--- src/rtl/ivu_pkg.sv ---
package ivu_pkg;
   typedef enum logic [1:0] {
      IVU_IDLE = 2'd0,
      IVU_RESP = 2'd1,
      IVU_TAKE = 2'd2,
      IVU_RET  = 2'd3
   } ivu_state_e;
endpackage

--- src/rtl/ivu_flag_bank.sv ---
module ivu_flag_bank #(
   parameter int                   NUM_SRC    = 8,
   parameter logic [NUM_SRC-1:0]   LEVEL_MASK = '0
) (
   input  logic               clk,
   input  logic               rst_n,
   input  logic [NUM_SRC-1:0] src_req,
   input  logic [NUM_SRC-1:0] flag_w1c,
   input  logic [NUM_SRC-1:0] svc_oh,
   output logic [NUM_SRC-1:0] flag_q,
   output logic [NUM_SRC-1:0] pend
);
   // level lines do not consume the clear strobes
   logic unused_lvl;
   assign unused_lvl = &{1'b0, flag_w1c & LEVEL_MASK, svc_oh & LEVEL_MASK};

   for (genvar i = 0; i < NUM_SRC; i++) begin : g_src
      if (LEVEL_MASK[i]) begin : g_lvl
         assign flag_q[i] = 1'b0;
         assign pend[i]   = src_req[i];
      end else begin : g_evt
         logic f_q;
         always_ff @(posedge clk or negedge rst_n) begin
            if (!rst_n)                       f_q <= 1'b0;
            else if (src_req[i])              f_q <= 1'b1;   // new event wins
            else if (flag_w1c[i] || svc_oh[i]) f_q <= 1'b0;
         end
         assign flag_q[i] = f_q;
         assign pend[i]   = f_q;
      end
   end
endmodule

--- src/rtl/ivu_prio.sv ---
module ivu_prio #(
   parameter int NUM_SRC = 8,
   parameter int IDX_W   = 4
) (
   input  logic [NUM_SRC-1:0] req,
   output logic               any,
   output logic [IDX_W-1:0]   idx,
   output logic [NUM_SRC-1:0] oh
);
   // scan downward so the lowest set index is written last
   always_comb begin
      any = 1'b0;
      idx = '0;
      oh  = '0;
      for (int i = NUM_SRC - 1; i >= 0; i--) begin
         if (req[i]) begin
            any   = 1'b1;
            idx   = IDX_W'(i);
            oh    = '0;
            oh[i] = 1'b1;
         end
      end
   end
endmodule

--- src/rtl/ivu_seq.sv ---
module ivu_seq
   import ivu_pkg::*;
#(
   parameter int                NUM_SRC   = 8,
   parameter int                IDX_W     = 4,
   parameter int                ADDR_W    = 16,
   parameter logic [ADDR_W-1:0] BOOT_BASE = '0,
   parameter int                RESP_CYC  = 5,
   parameter int                WAKE_CYC  = 5,
   parameter int                RET_CYC   = 5
) (
   input  logic               clk,
   input  logic               rst_n,
   input  logic               any,
   input  logic [IDX_W-1:0]   sel_idx,
   input  logic [NUM_SRC-1:0] sel_oh,
   input  logic               gie_set,
   input  logic               gie_clr,
   input  logic               ret_strobe,
   input  logic               insn_bound,
   input  logic               core_sleep,
   input  logic               boot_vec_sel,
   input  logic               take_ack,
   output logic               accept,
   output logic [NUM_SRC-1:0] svc_oh,
   output logic               take_req,
   output logic [ADDR_W-1:0]  vec_addr,
   output logic               gie
);
   localparam int CNT_MAX = RESP_CYC + WAKE_CYC + RET_CYC;
   localparam int CNT_W   = $clog2(CNT_MAX + 1);

   ivu_state_e       st_q, st_d;
   logic [CNT_W-1:0] cnt_q, cnt_d;
   logic [IDX_W-1:0] idx_q;
   logic             gie_q, shadow_q;
   logic             ret_go, ret_fin;
   logic [ADDR_W-1:0] base;

   assign accept  = (st_q == IVU_IDLE) && gie_q && !shadow_q && !gie_clr &&
                    !ret_strobe && any && (insn_bound || core_sleep);
   assign ret_go  = (st_q == IVU_IDLE) && ret_strobe;
   assign ret_fin = (st_q == IVU_RET) && (cnt_q == '0);
   assign svc_oh  = accept ? sel_oh : '0;

   always_comb begin
      st_d  = st_q;
      cnt_d = cnt_q;
      case (st_q)
         IVU_IDLE: begin
            if (accept) begin
               st_d  = IVU_RESP;
               cnt_d = core_sleep ? CNT_W'(RESP_CYC + WAKE_CYC - 1)
                                  : CNT_W'(RESP_CYC - 1);
            end else if (ret_go) begin
               st_d  = IVU_RET;
               cnt_d = CNT_W'(RET_CYC - 1);
            end
         end
         IVU_RESP: begin
            if (cnt_q == '0) st_d = IVU_TAKE;
            else             cnt_d = cnt_q - 1'b1;
         end
         IVU_TAKE: begin
            if (take_ack) st_d = IVU_IDLE;
         end
         IVU_RET: begin
            if (cnt_q == '0) st_d = IVU_IDLE;
            else             cnt_d = cnt_q - 1'b1;
         end
         default: st_d = IVU_IDLE;
      endcase
   end

   always_ff @(posedge clk or negedge rst_n) begin
      if (!rst_n) begin
         st_q     <= IVU_IDLE;
         cnt_q    <= '0;
         idx_q    <= '0;
         gie_q    <= 1'b0;
         shadow_q <= 1'b0;
      end else begin
         st_q  <= st_d;
         cnt_q <= cnt_d;
         if (accept) idx_q <= sel_idx;
         if (gie_clr || accept)        gie_q <= 1'b0;
         else if (gie_set || ret_fin)  gie_q <= 1'b1;
         if (gie_set || ret_fin)       shadow_q <= 1'b1;
         else if (insn_bound)          shadow_q <= 1'b0;
      end
   end

   assign base     = boot_vec_sel ? BOOT_BASE : '0;
   assign vec_addr = base + ((ADDR_W'(idx_q) + ADDR_W'(1)) << 1);
   assign take_req = (st_q == IVU_TAKE);
   assign gie      = gie_q;
endmodule

--- src/rtl/irq_vector_unit.sv ---
module irq_vector_unit #(
   parameter int                   NUM_SRC    = 8,
   parameter logic [NUM_SRC-1:0]   LEVEL_MASK = 8'hC0,
   parameter int                   ADDR_W     = 16,
   parameter logic [ADDR_W-1:0]    BOOT_BASE  = 16'h3800,
   parameter int                   RESP_CYC   = 5,
   parameter int                   WAKE_CYC   = 5,
   parameter int                   RET_CYC    = 5
) (
   input  logic               clk,
   input  logic               rst_n,
   input  logic [NUM_SRC-1:0] src_req,
   input  logic [NUM_SRC-1:0] src_en,
   input  logic [NUM_SRC-1:0] flag_w1c,
   input  logic               gie_set,
   input  logic               gie_clr,
   input  logic               ret_strobe,
   input  logic               insn_bound,
   input  logic               core_sleep,
   input  logic               boot_vec_sel,
   input  logic               take_ack,
   output logic               take_req,
   output logic [ADDR_W-1:0]  vec_addr,
   output logic               gie,
   output logic [NUM_SRC-1:0] flag_q
);
   localparam int IDX_W = $clog2(NUM_SRC + 1);

   if (NUM_SRC < 1 || NUM_SRC > 64) begin : g_bad_num
      $error("NUM_SRC out of range");
   end
   if (RESP_CYC < 1 || RET_CYC < 1 || WAKE_CYC < 0) begin : g_bad_cyc
      $error("cycle counts out of range");
   end
   if (ADDR_W < IDX_W + 2) begin : g_bad_addr
      $error("ADDR_W too narrow for vector table");
   end

   logic [NUM_SRC-1:0] pend, armed, sel_oh, svc_oh;
   logic [IDX_W-1:0]   sel_idx;
   logic               any, accept;

   ivu_flag_bank #(.NUM_SRC(NUM_SRC), .LEVEL_MASK(LEVEL_MASK)) flags_i (
      .clk(clk), .rst_n(rst_n), .src_req(src_req), .flag_w1c(flag_w1c),
      .svc_oh(svc_oh), .flag_q(flag_q), .pend(pend)
   );

   assign armed = pend & src_en;

   ivu_prio #(.NUM_SRC(NUM_SRC), .IDX_W(IDX_W)) prio_i (
      .req(armed), .any(any), .idx(sel_idx), .oh(sel_oh)
   );

   ivu_seq #(
      .NUM_SRC(NUM_SRC), .IDX_W(IDX_W), .ADDR_W(ADDR_W), .BOOT_BASE(BOOT_BASE),
      .RESP_CYC(RESP_CYC), .WAKE_CYC(WAKE_CYC), .RET_CYC(RET_CYC)
   ) seq_i (
      .clk(clk), .rst_n(rst_n), .any(any), .sel_idx(sel_idx), .sel_oh(sel_oh),
      .gie_set(gie_set), .gie_clr(gie_clr), .ret_strobe(ret_strobe),
      .insn_bound(insn_bound), .core_sleep(core_sleep),
      .boot_vec_sel(boot_vec_sel), .take_ack(take_ack),
      .accept(accept), .svc_oh(svc_oh), .take_req(take_req),
      .vec_addr(vec_addr), .gie(gie)
   );
endmodule

--- config.mk ---
export PLATFORM = sky130hd
export DESIGN_NAME = irq_vector_unit
export DESIGN_NICKNAME = d
export VERILOG_FILES = /design/src/rtl/ivu_pkg.sv /design/src/rtl/ivu_flag_bank.sv /design/src/rtl/ivu_prio.sv /design/src/rtl/ivu_seq.sv /design/src/rtl/irq_vector_unit.sv
export SDC_FILE = /design/constraint.sdc
export NUM_CORES = 1
export LEC_CHECK = 0
export ABC_AREA = 1
export BUFFER_PORTS_ARGS = -buffer_cell sky130_fd_sc_hd__buf_2
export CAP_MARGIN = 5
export CORE_UTILIZATION = 44
export DETAILED_ROUTE_END_ITERATION = 8
export GPL_TIMING_DRIVEN = 0
export PLACE_DENSITY_LB_ADDON = 0.15
export SLEW_MARGIN = 20
export SYNTH_ARGS = -nofsm -noshare
export SYNTH_HDL_FRONTEND = slang
export SYNTH_HIERARCHICAL = 1
export SYNTH_SLANG_ARGS = --single-unit
export TNS_END_PERCENT = 30
--- constraint.sdc ---
create_clock -name clk -period 2.3 [get_ports clk]
set_input_delay 0.115 -clock clk [delete_from_list [all_inputs] [get_ports clk]]
set_output_delay 0.115 -clock clk [all_outputs]
set_load 0.02 [all_outputs]
==> impl_results.md <==
- Vias in the first global route: between 1k and 1.5k
- Crit path time final: ~1.8 ns
- Sink of the worst hold path: flags_i/g_src[4].g_evt.f_q
- Max Buffers Root-to-Sink: 2
- Multi-input combinational cell area: 670.6 sq um
- Overall Power: approximately 1.4 mW
- Avg Cell Area, Syn: 6.928 sq um
- Crit-path cells: buf_4 > nand2_1 > inv_1 > nor2_2 > inv_2 > nor2_4 > nand3_1 > nand2_1 > nor2_1 > nand2_4 > buf_12 > nor2_1 > nor2_1 > nand2_1 > nand2_1
- Layout cell share with drive strength beyond 1: between 30% and 40%
- Clk_lat worst skew: between 0.2 and 0.3 ns
- Crit Path Class: reg2reg
- R2R setup slack: 0.48 ns
- Status: completed
- CP top delay family: simple AND/OR/NAND/NOR gates
- P_sw: 586.8 uW
- Power share of the clock group: 14.4%
- Setup crit start kind: flip-flop
- Layout fillers: 324
- Register-to-Register Path Depth: 15
- Pint: between 700 and 800 uW
- Hold Crit Class: in2reg
- Worst Setup End Kind: flip-flop
- FF+latch area: 450.4 sq um
- Critical Path Max Stage Delay: 0.39 ns
- Die footprint: 3606 sq um
- Fin Setup TNS: 0 ns
- Via density: 4.053
- Final setup vio count: 0
- Unrepaired setup endpoints after global routing: false
- Slew Viols, Final: 0
- Ports: between 50 and 60
- Gr usage total: between 10% and 20%
- Max-Cap Viols: 0
- TritonCTS buffer count: 3
- Clock Tree Root: clkbuf_4
- Clock transition at path regs: about 0.11 ns
- Post-Synthesis Cells: 214
- Drt first pass iters: 5
- Worst r2r dst: flags_i/g_src[2].g_evt.f_q
- WL/cell: 8.234 um
- Initial Util: 47.40%
- Drt total wl: about 2.6 mm
- Fmax: 549.3 MHz
- Sequential power share: ~34%
- Via Count: 1301
- Clock sinks: 18
- Worst endpoint required time: approximately 2.5 ns
- Leakage: 1.143 nW
- Critical-path maximum fanout: 10
- Hold Startpoint: flag_w1c[4]
- Crit path top cell by count: nand2_1
- Slowest-stage cell, CP: dfrtp_1
- Combinational share of power: 51.6%
- Net Sw Frac: 43.10%
- Critical Path AT: around 2.0 ns
- DR iter-0 viols: 34
- Number of cell rows: 20
- Die width: 60.05 um
- Largest net degree at the start of global routing: 19
- Pwr per Cell Area: ~720 nW/um^2
- Port Buf Inserts: 43
- Global-route wire length before repair: between 4 and 5 mm
- Post-CTS setup buffer count: 0
- Buf/Inv on CP: 4
- Placed inst area: around 1800 sq um
- GPL Wtd Cong: 0.8351
- Final net count: 313
- R2R Path Start: flags_i/g_src[4].g_evt.f_q
- Initial antenna violation count: 0
- DRT antenna net count: 0
- Grt ovf: 0
- Final HPWL DP: about 2.1 mm
- Post-synthesis instance area: 1483 sq um
- Max VDD drop: about 0.00028 V
- Antenna cell count: 0
- Final Instance Area: around 1900 sq um
- CTS tree: done
- DRC: 0
- Final core utilization: 60.72%
- H-tree levels: 1
- Post-Route Skew: 0.004097 ns
- Synth-to-layout area growth: 28.10%
- Die Y: about 60 um
- Worst hold stages: 4
- Ys Warns: 6
- Final hold vios: 0
- Core area: 3128 sq um
- Period utilisation layout: 79.16%
- Stages on the worst setup path: 15
worst max path at each step:
stage | from | to | slack (ns)
2_1_floorplan | flags_i/g_src[4].g_evt.f_q | flags_i/g_src[1].g_evt.f_q | 0.68
3_3_place_gp | flags_i/g_src[4].g_evt.f_q | flags_i/g_src[2].g_evt.f_q | 0.49
3_5_place_dp | flags_i/g_src[4].g_evt.f_q | flags_i/g_src[2].g_evt.f_q | 0.49
4_1_cts | flags_i/g_src[4].g_evt.f_q | flags_i/g_src[2].g_evt.f_q | 0.46
5_1_grt | flags_i/g_src[4].g_evt.f_q | flags_i/g_src[3].g_evt.f_q | 0.30
6_report | flags_i/g_src[4].g_evt.f_q | flags_i/g_src[2].g_evt.f_q | 0.48
routing by layer:
layer / part of all wire [%] / global-route usage (%) / wire length (um)
met5: 0 / 0 / 0
met4: 0.61 / 5.980 / 16
met3: 4.5 / 3.247 / 120
met2: 47 / 27.62 / 1254
met1: 47 / 22.72 / 1251
final cells by class:
| class | count | area share [%] |
|---|---|---|
| clock buffers | 4 | 1.910 |
| flip-flops and latches | 18 | 23.72 |
| repair buffers | 51 | 15.55 |
| inverters | 41 | 8.103 |
| plain buffers | 30 | 12.52 |
| multi-input cells | 133 | 35.31 |
| well taps | 44 | 2.899 |
layout by cell type, fill, tap and decap left out, types with 6 or more instances in the layout:
cell            n
nand2_1        53
buf_2          43
inv_1          37
buf_4          29
nor2_1         25
dfrtp_1        18
conb_1         11
dlygate4sd3_1   8
nand3_1         6
nand4_1         6
registers in the layout, indices dropped and copies added, names as in the netlist:
register	cells
seq_i/st_q	2
seq_i/cnt_q	4
seq_i/shadow_q	1
flags_i/g_src.g_evt.f_q	6
seq_i/gie	1
seq_i/idx_q	4
power by group through the flow:
stage	combinational, mW	clock (mW)	sequential (mW)
4_1_cts	0.707	0.205	0.462
3_3_place_gp	0.686	0	0.468
5_1_grt	0.798	0.223	0.472
2_1_floorplan	0.554	0	0.458
3_5_place_dp	0.694	0	0.469
6_report	0.702	0.196	0.463
through the flow:
| step | hold slack, ns | cells | worst slack (ns) |
|---|---|---|---|
| 6_report | 0.03223 | 321 | 0.4794 |
| 5_1_grt | 0.03825 | 321 | 0.3030 |
| 4_1_cts | 0.02432 | 321 | 0.4588 |
| 3_5_place_dp | 0.07684 | 309 | 0.4880 |
| 3_3_place_gp | 0.07267 | 309 | 0.4895 |
| 2_1_floorplan | -0.1806 | 222 | 0.6826 |
worst register-to-register path: cells and delay by family, from the launching register on:
kind,cells,cell delay (ns)
DFF,1,0.39
and+or+nand+nor,11,0.88
buffers and inverters,4,0.47
timing repair:
action                    4_1_cts  5_1_grt
resized for setup               0        0
hold endpoints to repair       25        0
hold buffers                    8        0
(Power assumes the default switching activity.)
